[config.mk]
export PLATFORM = sky130hd
export DESIGN_NAME = trap_priv_ctrl
export DESIGN_NICKNAME = d
export VERILOG_FILES = /design/src/rtl/trap_pkg.sv /design/src/rtl/irq_select.sv /design/src/rtl/priv_stack.sv /design/src/rtl/trap_record.sv /design/src/rtl/trap_priv_ctrl.sv
export SDC_FILE = /design/constraint.sdc
export NUM_CORES = 1
export LEC_CHECK = 0
export BUFFER_PORTS_ARGS = -buffer_cell sky130_fd_sc_hd__buf_2
export CAP_MARGIN = 15
export CORE_ASPECT_RATIO = 1.2
export CORE_MARGIN = 2
export CORE_UTILIZATION = 30
export CTS_BUF_LIST = sky130_fd_sc_hd__clkbuf_2
export CTS_CLUSTER_SIZE = 8
export DETAILED_ROUTE_END_ITERATION = 10
export PLACE_DENSITY_LB_ADDON = 0.12
export REMOVE_ABC_BUFFERS = 1
export SYNTH_ARGS = -nofsm -noshare
export SYNTH_HDL_FRONTEND = slang
export SYNTH_SLANG_ARGS = --single-unit
[constraint.sdc]
create_clock -name clk -period 1.55 [get_ports clk]
set_input_delay 0.0775 -clock clk [delete_from_list [all_inputs] [get_ports clk]]
set_output_delay 0.0775 -clock clk [all_outputs]
set_load 0.03 [all_outputs]
[src/rtl/trap_pkg.sv]
// Shared types and constants for the privilege stack trap controller.
// Assumes privilege is encoded numerically so that a larger value is more privileged.
package trap_pkg;

    typedef enum logic [1:0] {
        PRIV_U = 2'd0,
        PRIV_S = 2'd1,
        PRIV_M = 2'd3
    } priv_e;

    typedef struct packed {
        priv_e prv;
        logic  ie;
    } lvl_t;

    localparam int          IRQ_W      = 2;
    localparam logic [1:0]  IRQ_SW     = 2'd0;
    localparam logic [1:0]  IRQ_TIMER  = 2'd1;
    localparam logic [1:0]  IRQ_HOST   = 2'd2;
    localparam int          VEC_SHIFT  = 6;

    localparam lvl_t LVL_RESET_CUR = '{prv: PRIV_M, ie: 1'b0};
    localparam lvl_t LVL_RESET_STK = '{prv: PRIV_S, ie: 1'b0};
    localparam lvl_t LVL_TRAP      = '{prv: PRIV_M, ie: 1'b0};
    localparam lvl_t LVL_RET_FILL  = '{prv: PRIV_U, ie: 1'b1};

endpackage

[src/rtl/irq_select.sv]
// Trap source arbiter. It decides whether any exception or eligible interrupt
// wants a trap this cycle, and it forms the cause word.
// Assumes its inputs are stable in the cycle and have no registers of their own.
module irq_select
    import trap_pkg::*;
#(
    parameter int XLEN   = 32,
    parameter int CODE_W = 5
) (
    input  priv_e              cur_prv,
    input  logic               cur_ie,
    input  logic               msw_pend,
    input  logic               host_msg,
    input  logic               ssw_pend,
    input  logic               stmr_pend,
    input  logic               stmr_en,
    input  logic               exc_req,
    input  logic [CODE_W-1:0]  exc_code,
    output logic               hit,
    output logic [XLEN-1:0]    cause
);

    logic             m_ok;
    logic             s_ok;
    logic             irq_hit;
    logic [IRQ_W-1:0] irq_num;

    // Eligibility of each interrupt class for the present privilege and enable
    always_comb begin
        m_ok = (cur_prv != PRIV_M) || cur_ie;
        s_ok = (cur_prv == PRIV_U) || ((cur_prv == PRIV_S) && cur_ie);
    end

    // Fixed priority across interrupt sources, machine class first
    always_comb begin
        irq_hit = 1'b1;
        irq_num = IRQ_SW;
        if (m_ok && msw_pend)                   irq_num = IRQ_SW;
        else if (m_ok && host_msg)              irq_num = IRQ_HOST;
        else if (s_ok && ssw_pend)              irq_num = IRQ_SW;
        else if (s_ok && stmr_pend && stmr_en)  irq_num = IRQ_TIMER;
        else                                    irq_hit = 1'b0;
    end

    // Cause word: exception wins over interrupts
    always_comb begin
        cause = '0;
        if (exc_req) begin
            cause[CODE_W-1:0] = exc_code;
        end else if (irq_hit) begin
            cause[XLEN-1]    = 1'b1;
            cause[IRQ_W-1:0] = irq_num;
        end
    end

    assign hit = exc_req || irq_hit;

endmodule

[src/rtl/priv_stack.sv]
// Privilege/enable shift stack. Entry 0 is the current level. Push shifts every
// entry down one place and loads the trap level at the head. Pop shifts every
// entry up one place and loads the return fill value at the tail.
// Assumes push and pop are never high together.
module priv_stack
    import trap_pkg::*;
#(
    parameter int LEVELS = 3
) (
    input  logic  clk,
    input  logic  rst_n,
    input  logic  push,
    input  logic  pop,
    output lvl_t  lvl_o [LEVELS],
    output priv_e mem_prv_o
);

    lvl_t  stk_q [LEVELS];
    priv_e mem_prv_q;

    for (genvar g = 0; g < LEVELS; g++) begin : g_lvl
        localparam lvl_t RST_V = (g == 0) ? LVL_RESET_CUR : LVL_RESET_STK;
        lvl_t below_v;
        lvl_t above_v;

        if (g == 0) begin : g_head
            assign below_v = LVL_TRAP;
        end else begin : g_body
            assign below_v = stk_q[g-1];
        end

        if (g == LEVELS - 1) begin : g_tail
            assign above_v = LVL_RET_FILL;
        end else begin : g_mid
            assign above_v = stk_q[g+1];
        end

        // Shift this stack entry on push or pop
        always_ff @(posedge clk) begin
            if (!rst_n)     stk_q[g] <= RST_V;
            else if (push)  stk_q[g] <= below_v;
            else if (pop)   stk_q[g] <= above_v;
        end
    end

    // Memory access privilege forced to machine level on trap entry
    always_ff @(posedge clk) begin
        if (!rst_n)     mem_prv_q <= PRIV_U;
        else if (push)  mem_prv_q <= PRIV_M;
    end

    assign lvl_o     = stk_q;
    assign mem_prv_o = mem_prv_q;

endmodule

[src/rtl/trap_record.sv]
// Trap result registers: strobe, redirect address, cause, exception PC and the
// load reservation flag.
// Assumes trap_go is already held off for the cycle after a strobe.
module trap_record #(
    parameter int XLEN = 32
) (
    input  logic            clk,
    input  logic            rst_n,
    input  logic            trap_go,
    input  logic [XLEN-1:0] cause_in,
    input  logic [XLEN-1:0] pc_in,
    input  logic [XLEN-1:0] vec_in,
    input  logic            resv_set,
    output logic            trap_take,
    output logic [XLEN-1:0] trap_pc,
    output logic [XLEN-1:0] cause,
    output logic [XLEN-1:0] epc,
    output logic            resv_valid
);

    // One-cycle strobe following each accepted trap
    always_ff @(posedge clk) begin
        if (!rst_n) trap_take <= 1'b0;
        else        trap_take <= trap_go;
    end

    // Capture redirect, cause and exception PC on trap
    always_ff @(posedge clk) begin
        if (!rst_n) begin
            trap_pc <= '0;
            cause   <= '0;
            epc     <= '0;
        end else if (trap_go) begin
            trap_pc <= vec_in;
            cause   <= cause_in;
            epc     <= pc_in;
        end
    end

    // Reservation flag: a trap clears it and wins over a set in the same cycle
    always_ff @(posedge clk) begin
        if (!rst_n)        resv_valid <= 1'b0;
        else if (trap_go)  resv_valid <= 1'b0;
        else if (resv_set) resv_valid <= 1'b1;
    end

endmodule

[src/rtl/trap_priv_ctrl.sv]
// Top of the privilege stack trap controller. It arbitrates trap sources,
// shifts the three-level privilege stack on trap and return, and records the
// trap results.
// Assumes all requests are synchronous to clk. Trap beats return.
module trap_priv_ctrl
    import trap_pkg::*;
#(
    parameter int XLEN   = 32,
    parameter int CODE_W = 5
) (
    input  logic              clk,
    input  logic              rst_n,
    input  logic              msw_pend_i,
    input  logic              host_msg_i,
    input  logic              ssw_pend_i,
    input  logic              stmr_pend_i,
    input  logic              stmr_en_i,
    input  logic              exc_req_i,
    input  logic [CODE_W-1:0] exc_code_i,
    input  logic [XLEN-1:0]   pc_i,
    input  logic              ret_req_i,
    input  logic              resv_set_i,
    output logic              trap_take_o,
    output logic [XLEN-1:0]   trap_pc_o,
    output logic [XLEN-1:0]   cause_o,
    output logic [XLEN-1:0]   epc_o,
    output logic [1:0]        priv_o,
    output logic              ie_o,
    output logic [1:0]        priv1_o,
    output logic              ie1_o,
    output logic [1:0]        priv2_o,
    output logic              ie2_o,
    output logic [1:0]        mem_priv_o,
    output logic              resv_valid_o
);

    localparam int LEVELS = 3;
    localparam int VEC_PAD = XLEN - 2 - VEC_SHIFT;

    lvl_t            lvl [LEVELS];
    priv_e           mem_prv;
    logic            src_hit;
    logic            trap_go;
    logic            ret_go;
    logic [XLEN-1:0] cause_w;
    logic [XLEN-1:0] vec_w;

    irq_select #(.XLEN(XLEN), .CODE_W(CODE_W)) u_sel (
        .cur_prv   (lvl[0].prv),
        .cur_ie    (lvl[0].ie),
        .msw_pend  (msw_pend_i),
        .host_msg  (host_msg_i),
        .ssw_pend  (ssw_pend_i),
        .stmr_pend (stmr_pend_i),
        .stmr_en   (stmr_en_i),
        .exc_req   (exc_req_i),
        .exc_code  (exc_code_i),
        .hit       (src_hit),
        .cause     (cause_w)
    );

    // Accept a trap unless the strobe of the previous one is still high; return only without trap
    always_comb begin
        trap_go = src_hit && !trap_take_o;
        ret_go  = ret_req_i && !trap_go;
        vec_w   = {{VEC_PAD{1'b0}}, lvl[0].prv, {VEC_SHIFT{1'b0}}};
    end

    priv_stack #(.LEVELS(LEVELS)) u_stk (
        .clk       (clk),
        .rst_n     (rst_n),
        .push      (trap_go),
        .pop       (ret_go),
        .lvl_o     (lvl),
        .mem_prv_o (mem_prv)
    );

    trap_record #(.XLEN(XLEN)) u_rec (
        .clk        (clk),
        .rst_n      (rst_n),
        .trap_go    (trap_go),
        .cause_in   (cause_w),
        .pc_in      (pc_i),
        .vec_in     (vec_w),
        .resv_set   (resv_set_i),
        .trap_take  (trap_take_o),
        .trap_pc    (trap_pc_o),
        .cause      (cause_o),
        .epc        (epc_o),
        .resv_valid (resv_valid_o)
    );

    assign priv_o     = lvl[0].prv;
    assign ie_o       = lvl[0].ie;
    assign priv1_o    = lvl[1].prv;
    assign ie1_o      = lvl[1].ie;
    assign priv2_o    = lvl[2].prv;
    assign ie2_o      = lvl[2].ie;
    assign mem_priv_o = mem_prv;

endmodule

=== Word level (Yosys, flattened, before mapping) ===
Index checks and enable logic that the tools add are counted.

* Logic and storage cells: 48
* Output and inout bits: 109
* Flip-flop bits (word level): 52
* Input bits: 47

* Muxes and demuxes: 17
* Reductions and logical operators: 16
* Eq/ne operators: 2
* Bitwise gates (word level): 1

{| class="wikitable"
|+ Operator list
! operator !! number
|-
| $mux 3 || 5
|-
| $mux 2 || 5
|-
| $logic_and 1x1->1 || 8
|-
| $mux 1 || 7
|-
| $logic_or 1x1->1 || 3
|-
| $eq 2x1->1 const B || 1
|-
| $logic_not 1->1 || 2
|-
| $logic_not 2->1 || 1
|-
| $ne 2x2->1 const B || 1
|-
| $reduce_bool 2->1 || 1
|-
| $reduce_or 2->1 || 1
|-
| $not 1->1 || 1
|}

=== Logic depth before layout (Yosys ltp) ===
* Depth in word-level cells: 15
* Mapped depth: 6
* Depth with buffers taken out: 4

=== Modules after synthesis ===
From an unflattened synthesis, not the netlist that was laid out.

* Cell total of the unflattened synthesis: 399
* Area total of the unflattened synthesis: 4430.5 µm²

{| class="wikitable"
|+ By module, submodules not included
! module !! cells each !! area each (µm²) !! seq. area each (µm²) !! times used
|-
| trap_record || 314 || 3683.5 || 1961.9 || 1
|-
| priv_stack || 38 || 414.1 || 200.2 || 1
|-
| irq_select || 44 || 306.5 || 0.0 || 1
|-
| trap_priv_ctrl || 3 || 26.3 || 0.0 || 1
|}

=== Worst setup path before layout ===
OpenSTA, ideal clock, no wires.

* Kind: register to register
* From: register u_stk.stk_q, in the netlist u_stk.lvl_o[6]
* To: register u_rec.trap_pc[6]
* Path slack: -0.296 ns
* Stages on the path, launching flop included: 7
* Buffers on the path: 2
* Library setup time: 0.059 ns
* Clock period less this slack: 1.846 ns
* Arrival time: 1.788 ns
* Required time: 1.491 ns
* Cell sequence: dfxtp_1 nor2b_4 or4_4 buf_6 a21oi_4 buf_6 a22o_2

* Word-level cells in the longest chain between the ends: 10
* Elaborated cells on any way between the ends: 14
* Those cells by class: mux: 4; reduce/logical: 10

{| class="wikitable"
|+ RTL lines
! element !! RTL line !! text
|-
| start, declared || priv_stack.sv:18 || <nowiki>lvl_t stk_q [LEVELS];</nowiki>
|-
| start signal, assigned by index || priv_stack.sv:41 || <nowiki>else if (push) stk_q[g] <= below_v;</nowiki>
|-
| start signal, assigned by index || priv_stack.sv:42 || <nowiki>else if (pop) stk_q[g] <= above_v;</nowiki>
|-
| $logic_and 1x1->1 || irq_select.sv:31 || <nowiki>s_ok = (cur_prv == PRIV_U) || ((cur_prv == PRIV_S) && cur_ie);</nowiki>
|-
| $logic_or 1x1->1 || irq_select.sv:31 ||
|-
| $logic_and 1x1->1 (2 in a row) || irq_select.sv:41 || <nowiki>else if (s_ok && stmr_pend && stmr_en) irq_num = IRQ_TIMER;</nowiki>
|-
| $mux 1 || irq_select.sv:41 ||
|-
| $mux 1 || irq_select.sv:40 || <nowiki>else if (s_ok && ssw_pend) irq_num = IRQ_SW;</nowiki>
|-
| $mux 1 || irq_select.sv:39 || <nowiki>else if (m_ok && host_msg) irq_num = IRQ_HOST;</nowiki>
|-
| $mux 1 (*) || irq_select.sv:38 || <nowiki>if (m_ok && msw_pend) irq_num = IRQ_SW;</nowiki>
|-
| $logic_or 1x1->1 (*) || irq_select.sv:56 || <nowiki>assign hit = exc_req || irq_hit;</nowiki>
|-
| $logic_and 1x1->1 (*) || trap_priv_ctrl.sv:64 || <nowiki>trap_go = src_hit && !trap_take_o;</nowiki>
|-
| end signal, assigned || trap_record.sv:34 || <nowiki>trap_pc <= vec_in;</nowiki>
|-
| end, declared || trap_record.sv:15 || <nowiki>output logic [XLEN-1:0] trap_pc,</nowiki>
|}

Mark *: on every way between the ends. The rest lies on a longest branch, timed or not.
A chain may end at the register's enable or synchronous reset.

=== Worst setup path in the final report ===
* From: register u_stk.stk_q, in the netlist u_stk.lvl_o[7]
* To: register u_rec.epc[11]

* Word-level cells in the longest chain between the ends: 11
* Elaborated cells on any way between the ends: 17
* Those cells by class: eq/ne: 2; mux: 4; reduce/logical: 11

{| class="wikitable"
|+ RTL lines
! element !! RTL line !! text
|-
| $eq 2x1->1 || irq_select.sv:31 ||
|-
| $logic_and 1x1->1 || irq_select.sv:31 ||
|-
| $logic_or 1x1->1 || irq_select.sv:31 ||
|-
| $logic_and 1x1->1 (2 in a row) || irq_select.sv:41 ||
|-
| $mux 1 || irq_select.sv:41 ||
|-
| $mux 1 || irq_select.sv:40 ||
|-
| $mux 1 || irq_select.sv:39 ||
|-
| $mux 1 (*) || irq_select.sv:38 ||
|-
| $logic_or 1x1->1 (*) || irq_select.sv:56 ||
|-
| $logic_and 1x1->1 (*) || trap_priv_ctrl.sv:64 ||
|-
| end signal, assigned || trap_record.sv:36 || <nowiki>epc <= pc_in;</nowiki>
|-
| end, declared || trap_record.sv:17 || <nowiki>output logic [XLEN-1:0] epc,</nowiki>
|}

Marked as above.

==> out/metrics.csv <==
stage;metric;value;unit
pwr;sequential power share;47.7;%
die;Die Span Y;99.3;um
critical_path;Crit. End Element;flop;
logic_synthesis;Synth Area per Inst;10.6;um^2
critical_path;Setup Crit Path Kind;flop to flop;
final_layout;FF/Latch Area;1050;um^2
logic_synthesis;Yosys top cell by area;dfxtp_1;
detailed_routing;DRT iter0 DRCs;54;
detailed_routing;Antenna Nets Post-Route;0;
critical_path;worst reg2reg path endpoint;u_rec.epc[11];
global_route;pin count of the biggest net entering global routing;28;
clocking;Sink Count;52;
logic_synthesis;sequential fraction of the synthesis area;45.8;%
sta;crit path time final;1.60;ns
pwr;Leak;1.64;nW
hold_path;Worst Hold Class;input pin to flop;
clocking;CTS root buffer;clkbuf_2;
clocking;clock slew at the register clock pins of the worst setup and hold paths;0.25;ns
outcome;outcome;complete, but fails checks;
hold_path;hold path depth;4;
final_layout;final core occ;44.6;%
die;# rows;34;
die;area of the core;7320;um^2
placed_design;gpl congestion;0.702;
clocking;# H-tree levels;2;
pwr;Logic pwr share;31.3;%
final_layout;Layout fillers;709;
pwr;net switching power;1.13;mW
logic_synthesis;Yosys top cell area share;45.8;%
clocking;postcts setup bufs;0;
global_route;vias in the first global route;1821;
sta;Final Skew;0.0143;ns
critical_path;CP required;1.92;ns
die;chip width;83.4;um
final_layout;ratio of cells with drive above 1 in the final layout;38.1;%
pwr;cell-internal power;2.06;mW
sta;Final Hold Fails;0;
sta;setup TNS;-0.968;ns
logic_synthesis;Netlist cell types;37;
hold_path;hold endpoint;u_rec.cause[1];
detailed_routing;Via Count;1988;
outcome;failing checks;negative setup slack;
detailed_routing;vias per cell;4.32;
sta;Hold WS;0.0815;ns
clocking;Bufs on Longest Clock Path;2;
flow_run;Max-Cap Viols;0;
pwr;PwrDens;976;nW/um^2
clocking;TritonCTS clock tree;built;
sta;setup ws final;-0.0492;ns
sta;RSZ-0062 raised after global routing;yes;
detailed_routing;DRC viols;0;
sta;fmax;625;MHz
critical_path;crit start category;flop;
logic_synthesis;#FFs+latches synth;52;
sta;Setup Viol. Count Final;33;
critical_path;Worst EP arrival;1.97;ns
logic_synthesis;ranking of synthesized cells by area;dfxtp_1 (46%), buf_4 (19%), a22o_1 (12%), a22o_2 (2.6%), buf_6 (2.0%);
sta;fin. max-slew vios;0;
final_layout;Final #Nets;418;
global_route;total congestion overflow;0;
clocking;CTS buffer count;5;
global_route;first-pass GRT wire length;8730;um
placed_design;post-DP HPWL;3870;um
pwr;Switching Share;35.4;%
global_route;initial antenna violation count;0;
die;die area;8290;um^2
critical_path;cell count of the worst reg-to-reg path;5;
detailed_routing;wire length per cell;12.4;um
final_layout;area occupied by multi-input gates;955;um^2
die;Top Ports;156;
final_layout;Syn-to-layout area delta;43.6;%
final_layout;diodes inserted;0;
sta;period utilization;103;%
die;Starting Density;31.1;%
logic_synthesis;synth warn;0;
detailed_routing;Pre-antenna DRT Iters;6;
pwr;clock share of power;21.0;%
placed_design;DP Worst Slack;-0.0451;ns
critical_path;crit-path max FO;27;
placed_design;I/O Buffers;99;
clocking;clk_lat worst skew;0.41;ns
critical_path;r2r startpoint;u_stk.lvl_o[7];
global_route;Total GRT Usage;12.7;%
pwr;Tot Pwr;3.18;mW
critical_path;Reg2Reg Setup Slack;-0.05;ns
logic_synthesis;Syn Std Cell Area;2270;um^2
detailed_routing;DRT Wirelength;5700;um
pwr;worst vdd ir;0.472;mV
logic_synthesis;Syn Inst Count;214;
hold_path;Hold Crit Start;msw_pend_i;
==> worst max path at each step <==
stage                     endpoint  cells after the start  slack, ns            start
global placement      u_rec.epc[4]                      6      -0.04   u_stk.lvl_o[7]
CTS                  u_rec.epc[23]                      5      -0.07   u_stk.lvl_o[7]
finish               u_rec.epc[11]                      5      -0.05   u_stk.lvl_o[7]
floorplan           u_stk.lvl_o[8]                      4      -1.95  u_rec.trap_take
detailed placement   u_rec.epc[11]                      5      -0.05   u_stk.lvl_o[6]
global route         u_rec.epc[14]                      5       -0.1   u_stk.lvl_o[6]
==> cell families (layout without fill, tap and decap cells) <==
family | after synthesis | after routing | synth area share [%]
buffers and inverters | 69 | 170 | 22.2
AOI/OAI and AO/OA | 62 | 62 | 22.9
DFF | 52 | 52 | 45.8
and+or+nand+nor | 26 | 26 | 7.16
muxes | 4 | 4 | 1.76
other | 1 | 56 | 0.165
==> cells in the final DEF, fill, tap and decap left out, drive strengths merged, types with 2 or more instances in the layout <==
master / instances
conb: 56
o21a: 2
nor2: 5
dfxtp: 52
clkbuf: 5
a22o: 38
a211oi: 2
o31ai: 2
inv: 2
nor3: 6
o21ai: 5
a21oi: 8
dlygate4sd3: 42
mux2i: 4
buf: 119
nor4: 2
nand2: 4
==> layout make-up <==
cell class              instances  share of cell area, %
clock buffers                   5                  0.767
clock inverters                 1                  0.921
inverters                       3                  0.345
multi-input cells             148                   29.3
flip-flops and latches         52                   32.1
well taps                      90                   3.45
repair buffers                161                   33.2
==> power by group through the flow <==
stage                     Sequential (mW)  Combinational, mW  Clock, mW
after floorplan                      1.78              0.375          0
after global placement               1.55              0.903          0
after detailed placement             1.54              0.909          0
after CTS                            1.52              0.991      0.706
after global routing                 1.54               1.06      0.752
final                                1.52              0.998      0.667
==> worst max-delay path, cell delays in order, from the launching register on <==
cell and delay (ns):
dfxtp_2 0.39, nor2b_4 0.12, or4_4 0.51, a21oi_4 0.18
buf_12 0.19, a22o_1 0.16
==> stage by stage <==
| stage | area (um^2) | std cells |
|---|---|---|
| 5_1_grt | 3260 | 460 |
| 2_1_floorplan | 1980 | 203 |
| 3_5_place_dp | 2760 | 412 |
| 3_3_place_gp | 2760 | 412 |
| 6_report | 3260 | 460 |
| 4_1_cts | 3250 | 460 |
==> state kept, by name, summed over array words and instances, names as in the netlist <==
name / cells
u_rec.epc: 32
u_rec.cause: 6
u_rec.trap_take: 1
u_stk.lvl_o: 9
u_rec.resv_valid: 1
u_stk.mem_prv_o: 1
u_rec.trap_pc: 2
==> Yosys cell counts, drive strengths merged <==
| cell | instances |
|---|---|
| nand4bb | 1 |
| dfxtp | 52 |
| clkbuf | 3 |
| o21ai | 5 |
| nand3 | 1 |
| o31a | 1 |
| mux2i | 4 |
| nor4 | 2 |
| nor3 | 6 |
| nand3b | 1 |
| conb | 1 |
| o31ai | 2 |
| and3b | 1 |
| o21a | 2 |
| a21oi | 8 |
| nor2 | 5 |
| o311ai | 1 |
| or3 | 1 |
| buf | 63 |
| nand2 | 4 |
| nor2b | 1 |
| a32oi | 1 |
| a211oi | 2 |
| clkinv | 1 |
| or4 | 1 |
| inv | 2 |
| o211ai | 1 |
| o211a | 1 |
| a22o | 38 |
| nand4b | 1 |
| nand2b | 1 |
==> routing by layer <==
layer  track usage (%)  wire length [um]  part of all wire (%)  up-vias
met4              3.35                40                  0.70        0
li1                  -                 -                     -      973
met3              2.74               364                   6.4        4
met5                 0                 0                     0        -
met2              22.5              2840                    50      103
met1              15.8              2450                    43      908
==> repair_timing <==
item | 4_1_cts | 5_1_grt
pin swaps | 1 | 1
gates resized for setup | 4 | 4
hold buffers | 42 | 0
hold endpoints to repair | 44 | 0
setup endpoints to repair | 35 | 36
No activity file was read; power rests on OpenSTA's default activity.
